File: src/rtl/dma_arb_pkg.sv
package dma_arb_pkg;
  typedef enum logic {
    ARB_IDLE = 1'b0,
    ARB_XFER = 1'b1
  } arb_state_e;
endpackage

File: src/rtl/dma_prio_enc.sv
// Lowest-index-first priority encoder built as a ripple of "seen" bits.
module dma_prio_enc #(
  parameter int N = 8
) (
  input  logic [N-1:0] vec,
  output logic [N-1:0] first,
  output logic         any
);
  logic [N:0] seen;
  assign seen[0] = 1'b0;

  for (genvar i = 0; i < N; i++) begin : g_bit
    assign first[i]  = vec[i] & ~seen[i];
    assign seen[i+1] = seen[i] | vec[i];
  end

  assign any = seen[N];
endmodule

File: src/rtl/dma_req_track.sv
// Per-channel pending bit and latched mode.
module dma_req_track #(
  parameter int N         = 8,
  parameter int PERIPH_CH = 6
) (
  input  logic         clk,
  input  logic         rst_n,
  input  logic [N-1:0] req,
  input  logic [N-1:0] burst,
  input  logic [N-1:0] periph_src,
  input  logic [N-1:0] retire,
  output logic [N-1:0] active_q,
  output logic [N-1:0] burst_q,
  output logic [N-1:0] active_nx,
  output logic [N-1:0] burst_nx
);
  logic [N-1:0] take;

  always_comb begin
    for (int i = 0; i < N; i++) begin
      // peripheral-sourced requests only on low channels
      take[i]      = req[i] & ~active_q[i] & (~periph_src[i] | (i < PERIPH_CH));
      active_nx[i] = take[i] | (active_q[i] & ~retire[i]);
      // peripheral requests are forced to cycle-steal
      burst_nx[i]  = take[i] ? (burst[i] & ~periph_src[i]) : burst_q[i];
    end
  end

  always_ff @(posedge clk or negedge rst_n) begin
    if (!rst_n) begin
      active_q <= '0;
      burst_q  <= '0;
    end else begin
      active_q <= active_nx;
      if (|take) burst_q <= burst_nx;
    end
  end
endmodule

File: src/rtl/dma_arb_fsm.sv
// Unit-boundary sequencer: holds the grant, chooses the next unit, owns the bus.
module dma_arb_fsm
  import dma_arb_pkg::*;
#(
  parameter int N = 8
) (
  input  logic         clk,
  input  logic         rst_n,
  input  logic [N-1:0] unit_done,
  input  logic [N-1:0] burst_q,
  input  logic [N-1:0] pick_all,
  input  logic         any_all,
  input  logic [N-1:0] pick_burst,
  input  logic         any_burst,
  output logic [N-1:0] grant_q,
  output logic         bus_own
);
  arb_state_e   state_q, state_d;
  logic [N-1:0] grant_d;
  logic         unit_end;
  logic         was_cs;

  assign unit_end = |(unit_done & grant_q);
  assign was_cs   = ~|(grant_q & burst_q);

  always_comb begin
    state_d = state_q;
    grant_d = grant_q;
    unique case (state_q)
      ARB_IDLE: begin
        if (any_all) begin
          state_d = ARB_XFER;
          grant_d = pick_all;
        end
      end
      ARB_XFER: begin
        if (unit_end) begin
          if (any_burst) begin
            // a cycle-steal unit hands the next unit to the best burst
            grant_d = was_cs ? pick_burst : pick_all;
          end else begin
            state_d = ARB_IDLE;
            grant_d = '0;
          end
        end
      end
      default: begin
        state_d = ARB_IDLE;
        grant_d = '0;
      end
    endcase
  end

  always_ff @(posedge clk or negedge rst_n) begin
    if (!rst_n) begin
      state_q <= ARB_IDLE;
      grant_q <= '0;
    end else begin
      state_q <= state_d;
      grant_q <= grant_d;
    end
  end

  assign bus_own = (state_q == ARB_XFER);
endmodule

File: src/rtl/dma_prio_arb.sv
module dma_prio_arb #(
  parameter int NCH       = 8,
  parameter int PERIPH_CH = 6
) (
  input  logic           clk,
  input  logic           rst_n,
  input  logic [NCH-1:0] req,
  input  logic [NCH-1:0] burst,
  input  logic [NCH-1:0] periph_src,
  input  logic [NCH-1:0] unit_done,
  input  logic [NCH-1:0] tc_zero,
  output logic [NCH-1:0] grant,
  output logic           bus_own
);
  logic [1:0]     rst_pipe;
  logic           rst_int_n;
  logic [NCH-1:0] active_q, burst_q, active_nx, burst_nx;
  logic [NCH-1:0] retire;
  logic [NCH-1:0] pick_all, pick_burst;
  logic           any_all, any_burst;

  always_ff @(posedge clk or negedge rst_n) begin
    if (!rst_n) rst_pipe <= 2'b00;
    else        rst_pipe <= {rst_pipe[0], 1'b1};
  end
  assign rst_int_n = rst_pipe[1];

  assign retire = unit_done & tc_zero & grant;

  dma_req_track #(.N(NCH), .PERIPH_CH(PERIPH_CH)) u_track (
    .clk        (clk),
    .rst_n      (rst_int_n),
    .req        (req),
    .burst      (burst),
    .periph_src (periph_src),
    .retire     (retire),
    .active_q   (active_q),
    .burst_q    (burst_q),
    .active_nx  (active_nx),
    .burst_nx   (burst_nx)
  );

  dma_prio_enc #(.N(NCH)) u_enc_all (
    .vec   (active_nx),
    .first (pick_all),
    .any   (any_all)
  );

  dma_prio_enc #(.N(NCH)) u_enc_burst (
    .vec   (active_nx & burst_nx),
    .first (pick_burst),
    .any   (any_burst)
  );

  dma_arb_fsm #(.N(NCH)) u_fsm (
    .clk        (clk),
    .rst_n      (rst_int_n),
    .unit_done  (unit_done),
    .burst_q    (burst_q),
    .pick_all   (pick_all),
    .any_all    (any_all),
    .pick_burst (pick_burst),
    .any_burst  (any_burst),
    .grant_q    (grant),
    .bus_own    (bus_own)
  );
endmodule

File: config.mk
export PLATFORM = sky130hd
export DESIGN_NAME = dma_prio_arb
export DESIGN_NICKNAME = d
export VERILOG_FILES = /design/src/rtl/dma_arb_pkg.sv /design/src/rtl/dma_prio_enc.sv /design/src/rtl/dma_req_track.sv /design/src/rtl/dma_arb_fsm.sv /design/src/rtl/dma_prio_arb.sv
export SDC_FILE = /design/constraint.sdc
export NUM_CORES = 1
export LEC_CHECK = 0
export BUFFER_PORTS_ARGS = -buffer_cell sky130_fd_sc_hd__buf_4
export CORE_MARGIN = 2
export CORE_UTILIZATION = 31
export CTS_BUF_LIST = sky130_fd_sc_hd__clkbuf_16
export DETAILED_ROUTE_END_ITERATION = 6
export PLACE_DENSITY_LB_ADDON = 0.15
export SLEW_MARGIN = 0
export SYNTH_ARGS = -nofsm -noshare
export SYNTH_HDL_FRONTEND = slang
export SYNTH_HIERARCHICAL = 1
export SYNTH_SLANG_ARGS = --single-unit
File: constraint.sdc
create_clock -name clk -period 0.9 [get_ports clk]
set_input_delay 0.09 -clock clk [delete_from_list [all_inputs] [get_ports clk]]
set_output_delay 0.09 -clock clk [all_outputs]
set_load 0.01 [all_outputs]
; ---- Word-level counts from Yosys, hierarchy flattened
; Index checks and enable logic that the tools add are counted.
[word_totals]
out_inout_bits = 9
wordCells = 134
input_bits = 42
reg_bits = 27
[op_classes]
eq_ne = 2
n_bitwise = 106
reduce_logical = 4
mux = 17
[op_table]
columns = op, count
row1 = AND 1 bit, 40
row2 = AND 8 bit, 5
row3 = NOT 1 bit, 39
row4 = 2-to-1 mux 8 bit, 4
row5 = OR reduction 8 bit, 3
row6 = OR 1 bit, 22
row7 = one-hot mux 8 bit (2 select lines), 1
row8 = 2-to-1 mux 1 bit, 11
row9 = "!= test 2 bit, second input constant", 2
row10 = one-hot mux 1 bit (2 select lines), 1
row11 = AND reduction 2 bit, 1

; ---- Depth between registers and ports, before layout
; Gate-level depths: netlist of run 1.
[depth]
word_depth = 18
depth_mapped = 9

; ---- Cells and area by module
; Netlist of run 1, hierarchy kept.
[by_module_without_submodules]
columns = module, seq_area_each_um2, cells_per_inst, n_inst, area_each_um2
row1 = dma_req_track, 400.4, 62, 1, 795.8
row2 = dma_arb_fsm, 225.2, 49, 1, 513.0
row3 = dma_prio_enc, 0.0, 12, 2, 96.3
row4 = dma_prio_arb, 50.0, 19, 1, 153.9

; ---- Least setup slack after synthesis of run 1
; OpenSTA, ideal clock, no wires.
[synth_path]
path_kind = register -> register
startpoint = register u_fsm.grant_q[1]
endpoint = register u_fsm.grant_q[0]
t_arrival_ns = 1.853
path_stages_with_launch = 9
required_ns = 0.774
n_path_buf = 0
period_less_slack_ns = 1.979
setup_slack_ns = -1.079
path_cell_list = dfrtp_1 and3_1 inv_1 a21o_1 nor4_4 nand3_1 mux2i_4 a21o_1 o21ai_1
[synth_lines]
columns = element, line_no
row1 = from (decl), dma_arb_fsm.sv:15  ; output logic [N-1:0] grant_q,
row2 = from (signal assigned), dma_arb_fsm.sv:60  ; grant_q <= grant_d;
row3 = AND 8 bit, dma_prio_arb.sv:28  ; assign retire = unit_done & tc_zero & grant;
row4 = named net retire[1], dma_prio_arb.sv:18  ; logic [NCH-1:0] retire;
row5 = NOT 1 bit, dma_req_track.sv:23  ; active_nx[i] = take[i] | (active_q[i] & ~retire[i]);
row6 = AND 1 bit, dma_req_track.sv:23
row7 = OR 1 bit, dma_req_track.sv:23
row8 = named net active_nx[1], dma_prio_arb.sv:17  ; logic [NCH-1:0] active_q, burst_q, active_nx, burst_nx;
row9 = OR 1 bit (7 in series), dma_prio_enc.sv:14  ; assign seen[i+1] = seen[i] | vec[i];
row10 = named net any_all, dma_prio_arb.sv:20  ; logic any_all, any_burst;
row11 = != test 2 bit (no line), n/a
row12 = AND reduction 2 bit (no line), n/a
; The timed path passes the listed nets, and every way through them passes these cells. The select of a mux whose other input is x is not followed.
; A chain may end at the register's enable or synchronous reset.

; ---- Worst setup path after layout of run 1
[layout_path]
startpoint = register u_track.active_q[1]
endpoint = register u_fsm.grant_q[5]
[layout_via]
elab_chain_cells = 14
[layout_lines]
columns = element, line_no
row1 = from (decl), dma_req_track.sv:12  ; output logic [N-1:0] active_q,
row2 = from (signal assigned), dma_req_track.sv:34  ; active_q <= active_nx;
row3 = NOT 1 bit, dma_req_track.sv:22  ; take[i] = req[i] & ~active_q[i] & (~periph_src[i] | (i < PERIPH_CH));
row4 = AND 1 bit, dma_req_track.sv:22
row5 = 2-to-1 mux 1 bit, dma_req_track.sv:25  ; burst_nx[i] = take[i] ? (burst[i] & ~periph_src[i]) : burst_q[i];
row6 = named net burst_nx[1], dma_prio_arb.sv:17
row7 = AND 8 bit, dma_prio_arb.sv:50  ; .vec (active_nx & burst_nx),
row8 = OR 1 bit (4 in series), dma_prio_enc.sv:14
row9 = NOT 1 bit, dma_prio_enc.sv:13  ; assign first[i] = vec[i] & ~seen[i];
row10 = AND 1 bit, dma_prio_enc.sv:13
row11 = named net pick_burst[5], dma_prio_arb.sv:19  ; logic [NCH-1:0] pick_all, pick_burst;
row12 = 2-to-1 mux 8 bit, dma_arb_fsm.sv:40  ; grant_d = was_cs ? pick_burst : pick_all;
row13 = 2-to-1 mux 8 bit, dma_arb_fsm.sv:38  ; if (any_burst) begin
row14 = 2-to-1 mux 8 bit, dma_arb_fsm.sv:37  ; if (unit_end) begin
row15 = one-hot mux 8 bit (2 select lines), dma_arb_fsm.sv:29  ; unique case (state_q)
; The timed path passes the listed nets, and every way through them passes these cells. The select of a mux whose other input is x is not followed.

==> results of run 1 <==
-- routing by layer --
metal	routed length, um	global-route usage [%]	vias to the layer above
li1	-	-	769
met1	2000	19.0	755
met2	2530	30.6	28
met3	154	2.24	2
met4	15	3.21	0
met5	0	0	-
-- where the power goes --
part           total (W)  internal (W)  switching (W)
Sequential       0.00198       0.00164       0.000338
Combinational    0.00513       0.00297        0.00216
Clock            0.00105      0.000605       0.000445
Total            0.00815       0.00521        0.00294
-- what timing repair did --
action                                  CTS  global route
setup buffers                             7            10
hold endpoints to repair                  2             0
resized for setup                        31            19
endpoints found under the setup margin   31            33
hold buffers                              1             0
pin swaps                                 7             8
-- final cells by class --
class,count,area [sq um]
Clock buffer,3,75.1
Clock inverter,1,7.51
Fill cell,489,2290
Inverter,8,30.0
Multi-Input combinational cell,116,1050
Sequential cell,27,676
Tap cell,70,87.6
Timing Repair Buffer,108,923
-- cells by family (layout without fill, tap and decap cells) --
group,Yosys count,count (layout),synth area share (%)
AO/OA/AOI/OAI,25,25,10.7
buffers and inverters,11,120,3.40
flip-flops,27,27,40.8
multiplexers,25,25,17.1
other,1,1,0.227
AND/OR/NAND/NOR,65,65,27.7
-- flip-flops by register name, summed over array words and instances, names as in the netlist --
register	cells
rst_pipe	2
u_fsm/bus_own	1
u_fsm/grant_q	8
u_track/burst_q	8
u_track/active_q	8
-- path summary, 6_finish.rpt --
path	from	endpoint	slack, ns	cells past startpoint
worst max-delay path	u_track/active_q[1]	u_fsm/grant_q[5]	-1.07	8
min in group asynchronous	rst_n	rst_pipe[1]	0.15	2
worst max register to register	u_track/active_q[1]	u_fsm/grant_q[5]	-1.07	8
worst min-delay path	burst[7]	u_track/burst_q[7]	0.07	2
worst min register to register	rst_pipe[1]	u_fsm/grant_q[1]	0.22	1
max in group asynchronous	rst_pipe[1]	u_track/active_q[6]	0.53	1
-- synth_stat cells, drive strengths merged --
| master | number |
|---|---|
| dfrtp | 27 |
| mux2 | 16 |
| nor2b | 14 |
| and2 | 10 |
| and3 | 10 |
| mux2i | 9 |
| nand2 | 9 |
| a21o | 8 |
| inv | 8 |
| o21ai | 8 |
| nor2 | 6 |
| a22oi | 4 |
| nor3b | 4 |
| buf | 3 |
| and3b | 2 |
| and4b | 2 |
| nand3 | 2 |
| nor4 | 2 |
| nor4b | 2 |
| a21oi | 1 |
| a221oi | 1 |
| a222oi | 1 |
| a22o | 1 |
| a31oi | 1 |
| and4 | 1 |
| conb | 1 |
| nand4 | 1 |
-- per-stage QoR --
step                      std cells  instance area, sq um  hold slack, ns
after floorplan                 154                  1710          -0.206
after global placement          317                  2500          -0.128
after detailed placement        317                  2500          -0.126
after CTS                       328                  2750          0.0619
after global routing            333                  2850          0.0721
final                           333                  2850          0.0705
==> results by group, run 1 <==
Finish
  – Area grow syn2layout: 72.4%
  – Nets: 306
  – N_diodes: 0
  – Final core occ: 55.5%
  – Share of layout cells above drive strength 1: 60.1%
  – Commonest non-fill, non-tap cells in the layout: 80 x buf_4, 27 x dfrtp_1, 26 x buf_6
  – Commonest non-fill, non-tap cell in the layout: buf_4

Synth
  – Post-synthesis sequential area ratio: 40.8%
  – Synthesized netlist net count: 196
  – Share of the synthesized area in the top cell type: between 40 and 50%
  – Register bit total from synthesis: 27
  – Syn avg cell area: 10.7 sq um
  – Count of different cell masters after synthesis: 33
  – Yosys Warn Count: 6
  – Mapped Area: 1660 sq um
  – Post-synthesis cell count: 154
  – Largest cells by area after synthesis: dfrtp_1 41%, mux2_2 11%, mux2i_1 4.8%
  – Area leader, netlist: dfrtp_1

Place
  – Dpl ws: -1.18 ns
  – Placer Congestion: approximately 0.82
  – Dpl hpwl: 3690 um
  – I/O Buffers: 50

CTS
  – Num CTS Buffers: 3
  – Sink Count: 27
  – CTS tree: yes
  – Worst-path clk slew: around 0.07 ns
  – H-tree Lvls: 1
  – CTS Root Cell: clkbuf_16
  – Max Root-Sink Buffers: 2
  – Worst skew pair latency: 0.26 ns

Critical path
  – Setup crit start kind: flop
  – Worst Path Buf+Inv: 1
  – Crit path max fanout: 4
  – Crit end category: flop
  – Crit-path max cell delay: 0.40 ns
  – WS Path Type: reg2reg
  – CP top delay family: simple AND/OR/NAND/NOR gates
  – CP Data Required Time: 1.09 ns
  – CP max-delay cell: dfrtp_1
  – Arrival @ worst endpoint: between 2 and 2.5 ns
  – CP Cell Sequence: nor2b_2, mux2_4, and2_4, nor4_4, buf_4, and3b_1, mux2i_1, o21ai_1

Timing
  – FMAX: 508 MHz
  – Setup TNS Final: -12.52 ns
  – Slew Viols, Final: 0
  – Min Tclk post-route: 1.97 ns
  – RSZ-0062 raised after global routing: yes
  – Fin. Hold Viols: 0
  – Final setup margin: -1.07 ns
  – Final Skew: 0.00190 ns
  – Period Utilization, post-route: 219%
  – Final setup vio count: 30

Die
  – Cell Rows: 26
  – Chip Height: 77.1 um
  – Starting density of the core: 32.2%
  – Core area: 5140 sq um
  – # IOs: 51
  – Die footprint: 5940 sq um
  – Die width: 77.1 um

Global routing
  – All-Layer GR Usage: 16.0%
  – GRT overflow: 0
  – First-pass GRT wire length: 7690 um
  – Pin count of the biggest net entering global routing: 26
  – Vias in the first global route: 1668
  – Antenna violations before repair: 0

Routing
  – Detailed Route Iter0 Violations: 48
  – DR vias/cell: 4.67
  – Drt drc: 0
  – DR WL/cell: 14.1 um
  – DRT Wirelength: between 4000 and 5000 um
  – Vias: 1554
  – Drt pass-1 iters: 4
  – Final ANT Viol Nets: 0

Power and ir drop
  – Pwr dens: 2860 nW/um^2
  – Overall power: 0.00815 W
  – Maximum VDD drop: approximately 1.4 mV
  – Leakage: between 1 and 1.5 nW

Outcome
  – Run status: finished, violations left
  – Violated checks: negative setup slack

Flow run
  – Max Cap Violations: 0

Min path
  – HP Class: in2reg
Power figures use the tool's default switching activity.
==> run 2: changes to the inputs <==
CORE_MARGIN = 4   (was 2)
==> results by group, run 2 (synthesized netlist as in run 1, its figures left out) <==
Finish
  – N_diodes: 0 (unchanged)
  – Commonest non-fill, non-tap cell in the layout: buf_4
  – Post-route cell area: 2840 sq um (-0.53%)
  – Area grow syn2layout: 71.5%
  – Number of fill cells: 477 (-2.5%)
  – Share of layout cells above drive strength 1: 59.7% (-0.38 points)
  – Commonest non-fill, non-tap cells in the layout: 81 x buf_4, 26 x dfrtp_1, 25 x buf_6
  – Biggest regs: u_fsm/grant_q: 8 flops, u_track/active_q: 8 flops, u_track/burst_q: 8 flops
  – Non-Filler Instances: 333 (unchanged)
  – Nets: 306 (unchanged)

Outcome
  – Violated checks: negative setup slack
  – Run status: finished, violations left

CTS
  – Max Root-Sink Buffers: 2 (unchanged)
  – CTS Root Cell: clkbuf_16
  – CTS tree: yes
  – Sink Count: 27 (unchanged)
  – Worst-path clk slew: 0.07 ns (about the same)
  – Worst skew pair latency: 0.26 ns (about the same)
  – H-tree Lvls: 1 (unchanged)
  – Num CTS Buffers: 3 (unchanged)

Timing
  – Period Utilization, post-route: 217% (-1.4 points)
  – Final setup vio count: 30 (unchanged)
  – RSZ-0062 raised after global routing: yes
  – Min Tclk post-route: 1.95 ns (-0.0130 ns)
  – Slew Viols, Final: 0 (unchanged)
  – Fin. Hold Viols: 0 (unchanged)
  – Final Skew: 0.00370 ns (+0.00179 ns)
  – Setup TNS Final: -12.07 ns (+0.451 ns)
  – Final setup margin: -1.05 ns (+0.0130 ns)
  – FMAX: 512 MHz (+0.66%)
  – Hold Slack: 0.0689 ns (-0.00154 ns)

Power and ir drop
  – Net Sw Power: 0.00282 W (-3.9%)
  – Maximum VDD drop: 1.01 mV (-28%)
  – Sequential share of power: 24.2% (about the same)
  – Comb power frac: 63.5% (+0.6 points)
  – Internal power: 0.00527 W (+1.0%)
  – Leakage: 1.37 nW (-0.46%)
  – Pwr dens: 2850 nW/um^2 (-0.22%)
  – Switching part of the total: 34.9% (-1.1 points)
  – Clock Power Share: 12.4% (-0.5 points)

Die
  – # IOs: 51 (unchanged)
  – Starting density of the core: 32.2% (unchanged)
  – Die footprint: 6570 sq um (+11%)
  – Core area: 5140 sq um (unchanged)
  – Cell Rows: 26 (unchanged)
  – Chip Height: 81.1 um (+5.2%)
  – Die width: 81.1 um (+5.2%)

Critical path
  – Crit end category: flop
  – CP Data Required Time: 1.08 ns (about the same)
  – WS Path Type: reg2reg
  – Arrival @ worst endpoint: 2.13 ns (-0.02 ns)
  – Crit path max fanout: 8 (+4)
  – Setup crit start kind: flop

Place
  – I/O Buffers: 50 (unchanged)
  – Dpl ws: -1.15 ns (+0.0368 ns)
  – Dpl hpwl: 3660 um (-0.64%)
  – Placer Congestion: 0.805 (-2.0%)
  – Cells after DPL: 318 (+0.32%)
  – Placed cell area: 2510 sq um (+0.30%)

Routing
  – DR WL/cell: 13.9 um (-1.7%)
  – Detailed Route Iter0 Violations: 46 (-4.2%)
  – Drt drc: 0 (unchanged)
  – DRT Wirelength: 4620 um (-1.7%)
  – Vias: 1560 (+0.39%)
  – Drt pass-1 iters: 4 (unchanged)
  – Final ANT Viol Nets: 0 (unchanged)
  – DR vias/cell: 4.68 (+0.39%)

Global routing
  – Met2 Resource Use GR: 26.8% (-3.8 points)
  – Pin count of the biggest net entering global routing: 26 (unchanged)
  – GRT Max-Usage Layer: met2
  – Antenna violations before repair: 0 (unchanged)
  – Vias in the first global route: 1640 (-1.7%)
  – All-Layer GR Usage: 14.5% (-1.5 points)
  – Met3 Resource Use GR: 1.66% (-0.57 points)
  – GRT overflow: 0 (unchanged)
  – First-pass GRT wire length: 7440 um (-3.2%)
  – Met1 Track Usage GR: 17.9% (-1.2 points)

Flow run
  – Max Cap Violations: 0 (unchanged)

Min path
  – HP Class: in2reg
==> run 2: routing by layer <==
metal,up-vias,part of all wire [%]
met2,29,52
met3,2,4.5
met4,0,0.43
met5,-,0
met1,757,43
li1,772,-
==> run 2: cell type report <==
cell class | instances | area (sq um) | area share, %
multi-input combinational | 116 | 1040 | 36.8
clock inverter | 1 | 5.00 | 0.176
timing repair buffer | 108 | 920 | 32.4
clock buffer | 3 | 75.1 | 2.64
inverter | 8 | 30.0 | 1.06
tap | 70 | 87.6 | 3.09
sequential | 27 | 677 | 23.8
==> run 2: critical path, stage by stage (launching register included) <==
cell     delay, ns
dfrtp_1       0.38
and3_1        0.16
inv_1         0.04
a21o_1        0.20
buf_6         0.13
nor4_4        0.32
nand3_2       0.15
mux2i_4       0.19
buf_6         0.16
nand2_1       0.06
o21ai_1       0.08
==> run 2: path summary, 6_finish.rpt <==
kind	start	endpoint	slack, ns	cells after the start
max reg2reg	u_fsm/grant_q[1]	u_fsm/grant_q[5]	-1.05	10
min	burst[7]	u_track/burst_q[7]	0.07	2
min in group asynchronous	rst_n	rst_pipe[1]	0.14	2
max	u_fsm/grant_q[1]	u_fsm/grant_q[5]	-1.05	10
min reg2reg	rst_pipe[1]	u_track/burst_q[1]	0.21	1
max in group asynchronous	rst_pipe[1]	u_fsm/bus_own	0.53	1
==> run 2: repair_timing <==
action                     4_1_cts  5_1_grt
resized for setup               31       14
hold endpoints to repair         2        0
pin swaps                        6        7
hold buffers                     1        0
setup endpoints to repair       31       34
setup buffers                    6        7
==> run 2: power by group through the flow <==
stage | registers (W) | logic (W) | clock network [W]
floorplan | 0.00203 | 0.00238 | 0
global placement | 0.00193 | 0.00425 | 0
detailed placement | 0.00196 | 0.00435 | 0
CTS | 0.00196 | 0.00485 | 0.00103
global route | 0.00201 | 0.00554 | 0.00109
finish | 0.00195 | 0.00514 | 0.000999
==> run 2: metrics by stage <==
stage	utilization, %	total power [W]
floorplan	-	0.00442
global placement	48.8	0.00618
detailed placement	48.8	0.00632
CTS	53.5	0.00784
global route	55.2	0.00864
finish	55.2	0.00809
